## src/rtl/lsu_pkg.sv

```systemverilog
package lsu_pkg;

  typedef enum logic [1:0] {
    SZ_BYTE = 2'd0,
    SZ_HALF = 2'd1,
    SZ_WORD = 2'd2,
    SZ_WRSV = 2'd3
  } size_e;

  typedef enum logic [1:0] {
    ST_IDLE = 2'd0,
    ST_LO   = 2'd1,
    ST_HI   = 2'd2,
    ST_FIN  = 2'd3
  } state_e;

  // access width in bytes for a size code
  function automatic logic [2:0] size_bytes(input logic [1:0] code);
    case (size_e'(code))
      SZ_BYTE: size_bytes = 3'd1;
      SZ_HALF: size_bytes = 3'd2;
      default: size_bytes = 3'd4;
    endcase
  endfunction

endpackage

```

## src/rtl/lsu_lane_map.sv

```systemverilog
// Places the store value onto the lanes of two consecutive words.
module lsu_lane_map #(
  parameter int NB = 4,
  localparam int OW = $clog2(NB),
  localparam int RW = OW + 2
) (
  input  logic [OW-1:0]      off,
  input  logic [OW:0]        nbytes,
  input  logic               big,
  input  logic [8*NB-1:0]    wdata,
  output logic [2*NB-1:0]    be,
  output logic [16*NB-1:0]   lanes
);

  for (genvar j = 0; j < 2 * NB; j++) begin : g_lane
    logic [RW-1:0] rel;
    logic [RW-1:0] pick;
    logic          hit;
    logic [OW-1:0] src;

    always_comb begin
      rel  = RW'(j) - RW'(off);
      hit  = (RW'(j) >= RW'(off)) && (rel < RW'(nbytes));
      pick = big ? (RW'(nbytes) - RW'(1) - rel) : rel;
      src  = pick[OW-1:0];
    end

    assign be[j]          = hit;
    assign lanes[8*j +: 8] = hit ? wdata[{src, 3'b000} +: 8] : 8'h00;
  end

endmodule

```

## src/rtl/lsu_load_merge.sv

```systemverilog
// Gathers the accessed bytes from two words, orders and extends them.
module lsu_load_merge #(
  parameter int NB = 4,
  localparam int OW = $clog2(NB),
  localparam int RW = OW + 2
) (
  input  logic [8*NB-1:0]  w_lo,
  input  logic [8*NB-1:0]  w_hi,
  input  logic [OW-1:0]    off,
  input  logic [OW:0]      nbytes,
  input  logic             big,
  input  logic             sext,
  output logic [8*NB-1:0]  value
);

  logic [16*NB-1:0] lanes;
  logic [NB-1:0]    msb;
  logic [NB-1:0]    used;
  logic [8*NB-1:0]  raw;
  logic             fill;

  assign lanes = {w_hi, w_lo};

  for (genvar m = 0; m < NB; m++) begin : g_byte
    logic [RW-1:0] k;
    logic [RW-1:0] pos;

    always_comb begin
      k   = big ? (RW'(nbytes) - RW'(1) - RW'(m)) : RW'(m);
      pos = RW'(off) + k;
    end

    assign used[m]         = RW'(m) < RW'(nbytes);
    assign raw[8*m +: 8]   = used[m] ? lanes[{pos, 3'b000} +: 8] : 8'h00;
    assign msb[m]          = raw[8*m+7];
    assign value[8*m +: 8] = used[m] ? raw[8*m +: 8] : {8{fill}};
  end

  assign fill = sext && msb[OW'(nbytes - 1'b1)];

endmodule

```

## src/rtl/lsu_split.sv

```systemverilog
module lsu_split #(
  parameter int AW = 16,
  localparam int NB = 4,
  localparam int DW = 8 * NB,
  localparam int OW = $clog2(NB)
) (
  input  logic          clk,
  input  logic          rst_n,
  input  logic          req_valid,
  output logic          req_ready,
  input  logic [AW-1:0] req_addr,
  input  logic [1:0]    req_size,
  input  logic          req_store,
  input  logic          req_signed,
  input  logic          req_big,
  input  logic [DW-1:0] req_wdata,
  output logic          done,
  output logic [DW-1:0] rdata,
  output logic          mem_req,
  output logic          mem_we,
  output logic [AW-1:0] mem_addr,
  output logic [NB-1:0] mem_be,
  output logic [DW-1:0] mem_wdata,
  input  logic [DW-1:0] mem_rdata
);
  import lsu_pkg::*;

  state_e        state;
  logic [AW-1:0] addr_q;
  logic [OW:0]   nbytes_q;
  logic          store_q;
  logic          signed_q;
  logic          big_q;
  logic [DW-1:0] wdata_q;
  logic          split_q;
  logic [DW-1:0] lo_word_q;
  logic          done_q;
  logic [DW-1:0] rdata_q;

  logic          take;
  logic [OW:0]   nb_in;
  logic          mis_in;
  logic [AW-1:0] base_addr;
  logic [2*NB-1:0] be_all;
  logic [2*DW-1:0] lanes_all;
  logic [DW-1:0] merged;
  logic [DW-1:0] w_lo_sel;

  assign req_ready = (state == ST_IDLE);
  assign take      = req_valid && req_ready;
  assign nb_in     = size_bytes(req_size);
  assign mis_in    = (req_addr[OW-1:0] & OW'(nb_in - 1'b1)) != '0;
  assign base_addr = {addr_q[AW-1:OW], {OW{1'b0}}};

  lsu_lane_map #(.NB(NB)) u_lanes (
    .off    (addr_q[OW-1:0]),
    .nbytes (nbytes_q),
    .big    (big_q),
    .wdata  (wdata_q),
    .be     (be_all),
    .lanes  (lanes_all)
  );

  // aligned: only the response now on mem_rdata matters
  assign w_lo_sel = split_q ? lo_word_q : mem_rdata;

  lsu_load_merge #(.NB(NB)) u_merge (
    .w_lo   (w_lo_sel),
    .w_hi   (mem_rdata),
    .off    (addr_q[OW-1:0]),
    .nbytes (nbytes_q),
    .big    (big_q),
    .sext   (signed_q),
    .value  (merged)
  );

  always_comb begin
    mem_req   = 1'b0;
    mem_we    = 1'b0;
    mem_addr  = base_addr;
    mem_be    = '0;
    mem_wdata = '0;
    case (state)
      ST_LO: begin
        mem_req   = 1'b1;
        mem_we    = store_q;
        mem_be    = store_q ? be_all[NB-1:0] : '0;
        mem_wdata = lanes_all[DW-1:0];
      end
      ST_HI: begin
        mem_req   = 1'b1;
        mem_we    = store_q;
        mem_addr  = base_addr + AW'(NB);
        mem_be    = store_q ? be_all[2*NB-1:NB] : '0;
        mem_wdata = lanes_all[2*DW-1:DW];
      end
      default: ;
    endcase
  end

  always_ff @(posedge clk) begin
    if (!rst_n) begin
      state     <= ST_IDLE;
      addr_q    <= '0;
      nbytes_q  <= '0;
      store_q   <= 1'b0;
      signed_q  <= 1'b0;
      big_q     <= 1'b0;
      wdata_q   <= '0;
      split_q   <= 1'b0;
      lo_word_q <= '0;
      done_q    <= 1'b0;
      rdata_q   <= '0;
    end else begin
      done_q <= 1'b0;
      case (state)
        ST_IDLE: begin
          if (take) begin
            addr_q   <= req_addr;
            nbytes_q <= nb_in;
            store_q  <= req_store;
            signed_q <= req_signed;
            big_q    <= req_big;
            wdata_q  <= req_wdata;
            split_q  <= mis_in;
            state    <= ST_LO;
          end
        end
        ST_LO: state <= split_q ? ST_HI : ST_FIN;
        ST_HI: begin
          lo_word_q <= mem_rdata;
          state     <= ST_FIN;
        end
        ST_FIN: begin
          done_q  <= 1'b1;
          rdata_q <= store_q ? '0 : merged;
          state   <= ST_IDLE;
        end
        default: state <= ST_IDLE;
      endcase
    end
  end

  assign done  = done_q;
  assign rdata = rdata_q;

endmodule

```

## config.mk

```make
export PLATFORM = sky130hd
export DESIGN_NAME = lsu_split
export DESIGN_NICKNAME = d
export VERILOG_FILES = /design/src/rtl/lsu_pkg.sv /design/src/rtl/lsu_lane_map.sv /design/src/rtl/lsu_load_merge.sv /design/src/rtl/lsu_split.sv
export SDC_FILE = /design/constraint.sdc
export NUM_CORES = 1
export LEC_CHECK = 0
export BUFFER_PORTS_ARGS = -buffer_cell sky130_fd_sc_hd__buf_2
export CELL_PAD_IN_SITES_DETAIL_PLACEMENT = 1
export CELL_PAD_IN_SITES_GLOBAL_PLACEMENT = 2
export CORE_UTILIZATION = 36
export CTS_CLUSTER_DIAMETER = 100
export DETAILED_ROUTE_END_ITERATION = 7
export GPL_ROUTABILITY_DRIVEN = 0
export GPL_TIMING_DRIVEN = 0
export MAX_ROUTING_LAYER = met4
export PLACE_DENSITY_LB_ADDON = 0.1
export SYNTH_ARGS = -nofsm -noshare
export SYNTH_HDL_FRONTEND = slang
export SYNTH_HIERARCHICAL = 1
export SYNTH_SLANG_ARGS = --single-unit
```

## constraint.sdc

```tcl
create_clock -name clk -period 5.5 [get_ports clk]
set_clock_uncertainty 0.2 [all_clocks]
set_input_delay 0.55 -clock clk [delete_from_list [all_inputs] [get_ports clk]]
set_output_delay 0.55 -clock clk [all_outputs]
set_load 0.05 [all_outputs]
```

Word level (Yosys, flattened, before mapping)
Cells that the tools add are included.
{"block": "word_totals", "reg_bits": 122, "output_inout_bits": 88, "wordCells": 126}
{"block": "op_classes", "n_addsub": 27, "order_cmp": 16, "n_eq_ne": 5, "shift": 12, "mux": 44, "n_bitwise": 1, "reduce_logical": 10}
{"op": "indexed part select 32 x 6 -> 8 bit", "count": 8}
{"op": "indexed part select 64 x 8 -> 8 bit", "count": 4}
{"op": "2-to-1 mux 8 bit", "count": 16}
{"op": "2-to-1 mux 32 bit", "count": 2}
{"op": "case mux 32 bit (2 select lines)", "count": 1}
{"op": "< comparator 4 x 3 -> 1 bit", "count": 8}
{"op": "2-to-1 mux 4 bit", "count": 6}
{"op": "2-to-1 mux 2 bit", "count": 9}
{"op": "adder 16 x 3 -> 16 bit (second input constant)", "count": 1}
{"op": "adder 2 x 4 -> 4 bit", "count": 4}
{"op": "2-to-1 mux 16 bit", "count": 1}
{"op": "subtractor 2 bit", "count": 8}
{"op": "subtractor 3 x 2 -> 4 bit (first input constant)", "count": 4}
{"op": "case mux 2 bit (4 select lines)", "count": 1}
{"op": "case mux 4 bit (2 select lines)", "count": 1}
{"op": "subtractor 4 x 2 -> 4 bit (second input constant)", "count": 2}
{"op": "< comparator 1 x 3 -> 1 bit (first input constant)", "count": 2}
{"op": "< comparator 2 x 3 -> 1 bit (first input constant)", "count": 2}
{"op": "case mux 3 bit (2 select lines)", "count": 1}
{"op": "subtractor 1 x 2 -> 3 bit (first input constant)", "count": 2}
{"op": "subtractor 2 x 2 -> 3 bit (first input constant)", "count": 2}
{"op": "logical AND 1 bit", "count": 5}
{"op": "2-to-1 mux 1 bit", "count": 5}
{"op": "equality test 2 x 1 -> 1 bit (second input constant)", "count": 2}
{"op": "14 further kinds", "count": 18}

Depth between registers and ports, before layout
{"block": "logic_depth", "ltp_word": 11, "ltp_mapped": 16}

Hierarchy
The synthesis kept the hierarchy.
{"mod": "lsu_split", "instances": 1, "cells_per_inst": 666, "area_per_inst_um2": 5713.0, "seq_area_each_um2": 2442.3}
{"mod": "lsu_load_merge", "instances": 1, "cells_per_inst": 241, "area_per_inst_um2": 2976.6, "seq_area_each_um2": 0.0}
{"mod": "lsu_lane_map", "instances": 1, "cells_per_inst": 284, "area_per_inst_um2": 2175.8, "seq_area_each_um2": 0.0}

Worst setup path after synthesis
OpenSTA, ideal clock, no wires.
{"block": "synth_path", "kind": "reg2out", "start": "register addr_q[1]", "end": "output port mem_wdata[23]", "arrival_ps": 3540, "required_time_ps": 4750, "slack_ps": 1210, "path_stages_with_launch": 12, "path_buffers": 1, "cell_sequence": "dfxtp_1 -> inv_1 -> ha_1 -> inv_2 -> ha_1 -> nor2b_1 -> o21ai_1 -> clkbuf_1 -> nand3b_1 -> mux2i_1 -> a22oi_1 -> nor2b_1"}
{"block": "synth_between", "elab_chain_len": 6, "elab_cells_between_ends": 15}
{"element": "start: declaration", "line_no": "lsu_split.sv:29", "text": "logic [AW-1:0] addr_q;"}
{"element": "start signal: assignment", "line_no": "lsu_split.sv:119", "text": "addr_q <= req_addr;"}
{"element": "subtractor 3 x 2 -> 4 bit *", "line_no": "lsu_lane_map.sv:22", "text": "rel = RW'(j) - RW'(off);"}
{"element": "subtractor 2 bit", "line_no": "lsu_lane_map.sv:24", "text": "pick = big ? (RW'(nbytes) - RW'(1) - rel) : rel;"}
{"element": "2-to-1 mux 2 bit", "line_no": "lsu_lane_map.sv:24"}
{"element": "indexed part select 32 x 6 -> 8 bit", "line_no": "lsu_lane_map.sv:29", "text": "assign lanes[8*j +: 8] = hit ? wdata[{src, 3'b000} +: 8] : 8'h00;"}
{"element": "2-to-1 mux 8 bit *", "line_no": "lsu_lane_map.sv:29"}
{"element": "net lanes_all[55]", "line_no": "lsu_split.sv:45", "text": "logic [2*DW-1:0] lanes_all;"}
{"element": "case mux 32 bit (2 select lines) *", "line_no": "lsu_split.sv:83", "text": "case (state)"}
{"element": "end: declaration", "line_no": "lsu_split.sv:23", "text": "output logic [DW-1:0] mem_wdata,"}
The timed path passes the listed nets; every way through them passes the cells marked *.

Final worst setup path
{"block": "layout_path", "start": "register nbytes_q[0]", "end": "register rdata_q[2], in the netlist rdata[2]"}
{"block": "layout_between", "elab_chain_len": 11, "elab_cells_between_ends": 30}
{"element": "start: declaration", "line_no": "lsu_split.sv:30", "text": "logic [OW:0] nbytes_q;"}
{"element": "start signal: assignment", "line_no": "lsu_split.sv:120", "text": "nbytes_q <= nb_in;"}
{"element": "subtractor 3 x 1 -> 4 bit", "line_no": "lsu_load_merge.sv:29", "text": "k = big ? (RW'(nbytes) - RW'(1) - RW'(m)) : RW'(m);"}
{"element": "subtractor 4 x 1 -> 4 bit / subtractor 4 x 2 -> 4 bit (equally long branches)", "line_no": "lsu_load_merge.sv:29"}
{"element": "2-to-1 mux 4 bit", "line_no": "lsu_load_merge.sv:29"}
{"element": "adder 2 x 4 -> 4 bit", "line_no": "lsu_load_merge.sv:30", "text": "pos = RW'(off) + k;"}
{"element": "indexed part select 64 x 8 -> 8 bit", "line_no": "lsu_load_merge.sv:34", "text": "assign raw[8*m +: 8] = used[m] ? lanes[{pos, 3'b000} +: 8] : 8'h00;"}
{"element": "2-to-1 mux 8 bit", "line_no": "lsu_load_merge.sv:34"}
{"element": "binary-select mux 1 bit (select 2 bit)", "line_no": "lsu_load_merge.sv:39", "text": "assign fill = sext && msb[OW'(nbytes - 1'b1)];"}
{"element": "2-to-1 mux 1 bit (not written as such)", "line_no": "lsu_load_merge.sv:39"}
{"element": "logical AND 1 bit", "line_no": "lsu_load_merge.sv:39"}
{"element": "2-to-1 mux 8 bit *", "line_no": "lsu_load_merge.sv:36", "text": "assign value[8*m +: 8] = used[m] ? raw[8*m +: 8] : {8{fill}};"}
{"element": "net merged[2]", "line_no": "lsu_split.sv:46", "text": "logic [DW-1:0] merged;"}
{"element": "2-to-1 mux 32 bit *", "line_no": "lsu_split.sv:136", "text": "rdata_q <= store_q ? '0 : merged;"}
{"element": "end signal: assignment", "line_no": "lsu_split.sv:136"}
{"element": "end: declaration", "line_no": "lsu_split.sv:38", "text": "logic [DW-1:0] rdata_q;"}
The timed path passes the listed nets; every way through them passes the cells marked *. The select of a mux whose other input is x is not followed.
A chain may end at the register's enable or synchronous reset.

==> metrics.sh <==
CRIT_PATH_START_KIND='flop'
NUMBER_OF_MAXIMUM_CAPACITANCE_VIOLATIONS=0
GRT_START_MAX_NET_PINS=20
SYNTH.YOSYS.WARNINGS=6
SETUP_VIOL=0
CP-END-KIND='flop'
REL_SLEW_SLACK_PCT=26.0
NUMBER_OF_PLACEMENT_ROWS=63
SYNTHESIS.AREA_UM2=10900
POWERDENSITY_nW_PER_UM2=448
CTS-BUFFERS-INSERTED=17
PLACE.DETAILED.INSTANCES=1754
POST_ROUTE_CELLS_DRIVE_ABOVE_1_SHARE_PCT=29.2
DETAILROUTE.VIA_COUNT=10000
FINAL-MAX-SLEW-VIOLATION-COUNT=0
SYNTH.TOP_CELLS.BY_AREA='sky130_fd_sc_hd__dfxtp_1, sky130_fd_sc_hd__mux4_2, sky130_fd_sc_hd__mux2i_1'
RUN_STATUS='complete, no violations'
SYNTH-COMPOUND-AREA-SHARE_PCT=14.2
MAXIMUM_LEVEL_OF_THE_CTS_H_TREE=4
ROUTED_WIRE_LENGTH_UM=39200
TIGHTEST_SLEW_NS=1.11
CORE_AREA_UM2=29600
DRC_ERRORS=0
WORST_SETUP_HOLD_PATH_CLK_SLEW_NS=0.07
SYNTH-SIMPLE-AREA-SHARE_PCT=21.0
POST-ROUTE-MIN-PERIOD_NS=5.09
CRITICALPATHCATEGORY='flop to flop'
SYNTH_FF_TYPE='sky130_fd_sc_hd__dfxtp_1'
DRT_PASS1_ITERATIONS=5
SHARE_OF_THE_SYNTHESIZED_AREA_IN_THE_TOP_CELL_TYPE_PCT=22.5
FINAL-HOLD-VIOLATION-COUNT=0
CRITICAL_PATH.MAX_FANOUT=10
DIE-AREA_UM2=30900
SYNTH_XOR_XNOR_AREA_SHARE_PCT=2.92
SYNTH.MOST_COMMON_CELL='sky130_fd_sc_hd__nand2_1'
ASYNCSETRESETFLOPFRACSYNTH_PCT=0
FIN_CELLS=1792
GRT_FIRST_PASS_WIRELENGTH_UM=60700
DIE-WIDTH_UM=176
ROOT_BUFFER='sky130_fd_sc_hd__clkbuf_16'
FIN_CRIT_SH_PCT=92.6
SYNTHESIS.INSTANCES=1191
YS_SEQ_AREA_SHARE_PCT=22.5
SYNTH.CELLS.MOST_FREQUENT='sky130_fd_sc_hd__nand2_1, sky130_fd_sc_hd__dfxtp_1, sky130_fd_sc_hd__mux2i_1'
PEAK_IR_DROP_ON_THE_VDD_NETWORK_mV=0.233
GROUTE.USAGE.OVERALL_PCT=26.5
FLOORPLAN.INITIALDENSITY_PCT=36.7
CP.REQUIRED_NS=5.61
VIASPERCELL=5.59
CLOCK-SINKS=122
YOSYS_REGISTER_BITS=122
GRT_OVERFLOW_TOTAL=0
GRT_PASS1_VIAS=10200
TOP_LEVEL_PORTS=176
ROUTEDWLPERCELL_UM=21.9
WORST_HOLD_PATH_TYPE='primary input to flop'
ANTENNA_FOUND_INITIAL=6
OVERALL_DIE_HEIGHT_UM=176
DRT_FIRST_ITER_VIOLATIONS=662
FINISH.NET_COUNT=1511
WORST_EP_ARRIVAL_TIME_NS=5.20
UNREPAIRED_SETUP_ENDPOINTS_AFTER_GLOBAL_ROUTING='no'
N_FILL_CELL=3546
DETAILED_PLACEMENT_HPWL_UM=29800
CTS_MAX_PATH_BUFFERS=2
CLKLATENCYLATEPIN_NS=0.43
POST_SYNTH.CELL_AREA_AVG_UM2=9.12
SYNTHESIZED_AREA_FRACTION_OCCUPIED_BY_ADDER_CELLS_PCT=4.88
DRT.ANTENNA.VIOLATING_NETS=0
LARGEST_FAMILY_OF_LOGIC_CELLS_BY_SYNTHESIZED_AREA='multiplexers'
TIMING.FMAX_GHz=0.196
SYNTH_EDF_COUNT=0
DESIGN_POWER_TOTAL_mW=5.75
SYNTHDISTINCTLIBCELLS=66
MULTIPLEXER_AREA_FRACTION_AFTER_SYNTHESIS_PCT=28.8
SYNTH_TOP_CELL_BY_AREA='sky130_fd_sc_hd__dfxtp_1'
CTSHOLDBUFFERS=0
LAYOUT-AREA-OVERHEAD-VS-SYNTH_PCT=18.2
TOTAL_LEAKAGE_POWER_nW=5.22
PLACE.PORT_BUFFERS=172
TRITONCTS='yes'
[report_power, final]
group,switching (mW),internal (mW),leakage [nW]
Combinational,2.10,1.34,3.94
Sequential,0.127,1.01,0.993
Clock,0.487,0.689,0.285
Total,2.71,3.04,5.22
[worst paths after layout]
path                                   start     endpoint  slack, ns  cells past startpoint
worst min-delay path            req_wdata[5]   wdata_q[5]       0.15                      3
worst max register to register   nbytes_q[0]     rdata[2]       0.41                     13
worst min register to register   wdata_q[13]  wdata_q[13]       0.28                      2
worst max-delay path             nbytes_q[0]     rdata[2]       0.41                     13
[sequential cells by signal, summed over array words and instances, names as in the netlist]
name / count
store_q: 1
nbytes_q: 3
state: 2
wdata_q: 32
rdata: 32
big_q: 1
split_q: 1
done: 1
addr_q: 16
signed_q: 1
lo_word_q: 32
[critical path: stages (launching register included)]
cell	delay [ns]
sky130_fd_sc_hd__dfxtp_1	0.53
sky130_fd_sc_hd__clkbuf_2	0.32
sky130_fd_sc_hd__inv_2	0.11
sky130_fd_sc_hd__ha_1	0.32
sky130_fd_sc_hd__buf_6	0.15
sky130_fd_sc_hd__nand2b_1	0.26
sky130_fd_sc_hd__fa_1	0.72
sky130_fd_sc_hd__clkbuf_1	0.60
sky130_fd_sc_hd__clkbuf_2	0.46
sky130_fd_sc_hd__mux4_2	0.37
sky130_fd_sc_hd__mux2i_1	0.51
sky130_fd_sc_hd__o22ai_1	0.20
sky130_fd_sc_hd__a21oi_1	0.17
sky130_fd_sc_hd__nor2_1	0.05
[cells in the final DEF (no fill, tap or decap), types with 38 or more instances in the layout]
| cell | netlist | final |
|---|---|---|
| sky130_fd_sc_hd__mux2_2 | 55 | 55 |
| sky130_fd_sc_hd__a21boi_0 | 49 | 49 |
| sky130_fd_sc_hd__nand2_1 | 128 | 128 |
| sky130_fd_sc_hd__nand3_1 | 38 | 38 |
| sky130_fd_sc_hd__nor2b_1 | 76 | 76 |
| sky130_fd_sc_hd__nor2_1 | 75 | 75 |
| sky130_fd_sc_hd__a21oi_1 | 62 | 62 |
| sky130_fd_sc_hd__mux4_2 | 64 | 64 |
| sky130_fd_sc_hd__buf_2 | 30 | 203 |
| sky130_fd_sc_hd__clkbuf_1 | 44 | 39 |
| sky130_fd_sc_hd__dfxtp_1 | 122 | 121 |
| sky130_fd_sc_hd__mux2i_1 | 96 | 95 |
[cell type report]
cell class,instances,area [um^2],share of cell area (%)
Tap cell,390,488,3.80
Sequential cell,122,2440,19.0
Antenna cell,6,15.0,0.117
Timing Repair Buffer,172,861,6.70
Clock inverter,14,158,1.23
Inverter,24,90.1,0.701
Buffer,104,526,4.09
Clock buffer,18,439,3.42
Multi-Input combinational cell,942,7820,60.9
[repair_timing]
item,CTS,global route
resized for setup,3,9
endpoints found under the setup margin,10,37
setup buffers,0,0
[cells by family (layout without fill, tap and decap cells)]
| family | Yosys count | in the layout |
|---|---|---|
| mux | 225 | 225 |
| buf+inv | 128 | 332 |
| other cells | 1 | 8 |
| flops | 122 | 122 |
| compound gates | 215 | 215 |
| xor+xnor | 23 | 23 |
| fa+ha+maj | 40 | 40 |
| simple gates | 437 | 437 |
[routing by layer]
| layer | wire length, um | vias up | global-route usage (%) |
|---|---|---|---|
| li1 | - | 4730 | - |
| met1 | 19100 | 4912 | 36.7 |
| met2 | 17100 | 343 | 39.1 |
| met3 | 2720 | 28 | 6.56 |
| met4 | 269 | 0 | 4.64 |
| met5 | 0 | - | - |
[per-stage QoR]
step	util (%)	setup TNS, ns	setup WS [ns]	hold WS [ns]	area (um^2)
3_3_place_gp	41.2	-1.48	-0.251	0.264	12200
3_5_place_dp	41.2	-1.41	-0.249	0.275	12200
2_1_floorplan	-	0	1.21	0.242	10900
5_1_grt	43.3	0	0.166	0.144	12800
6_report	43.3	0	0.410	0.148	12800
4_1_cts	43.2	0	0.0505	0.131	12800
(Power assumes the default switching activity.)
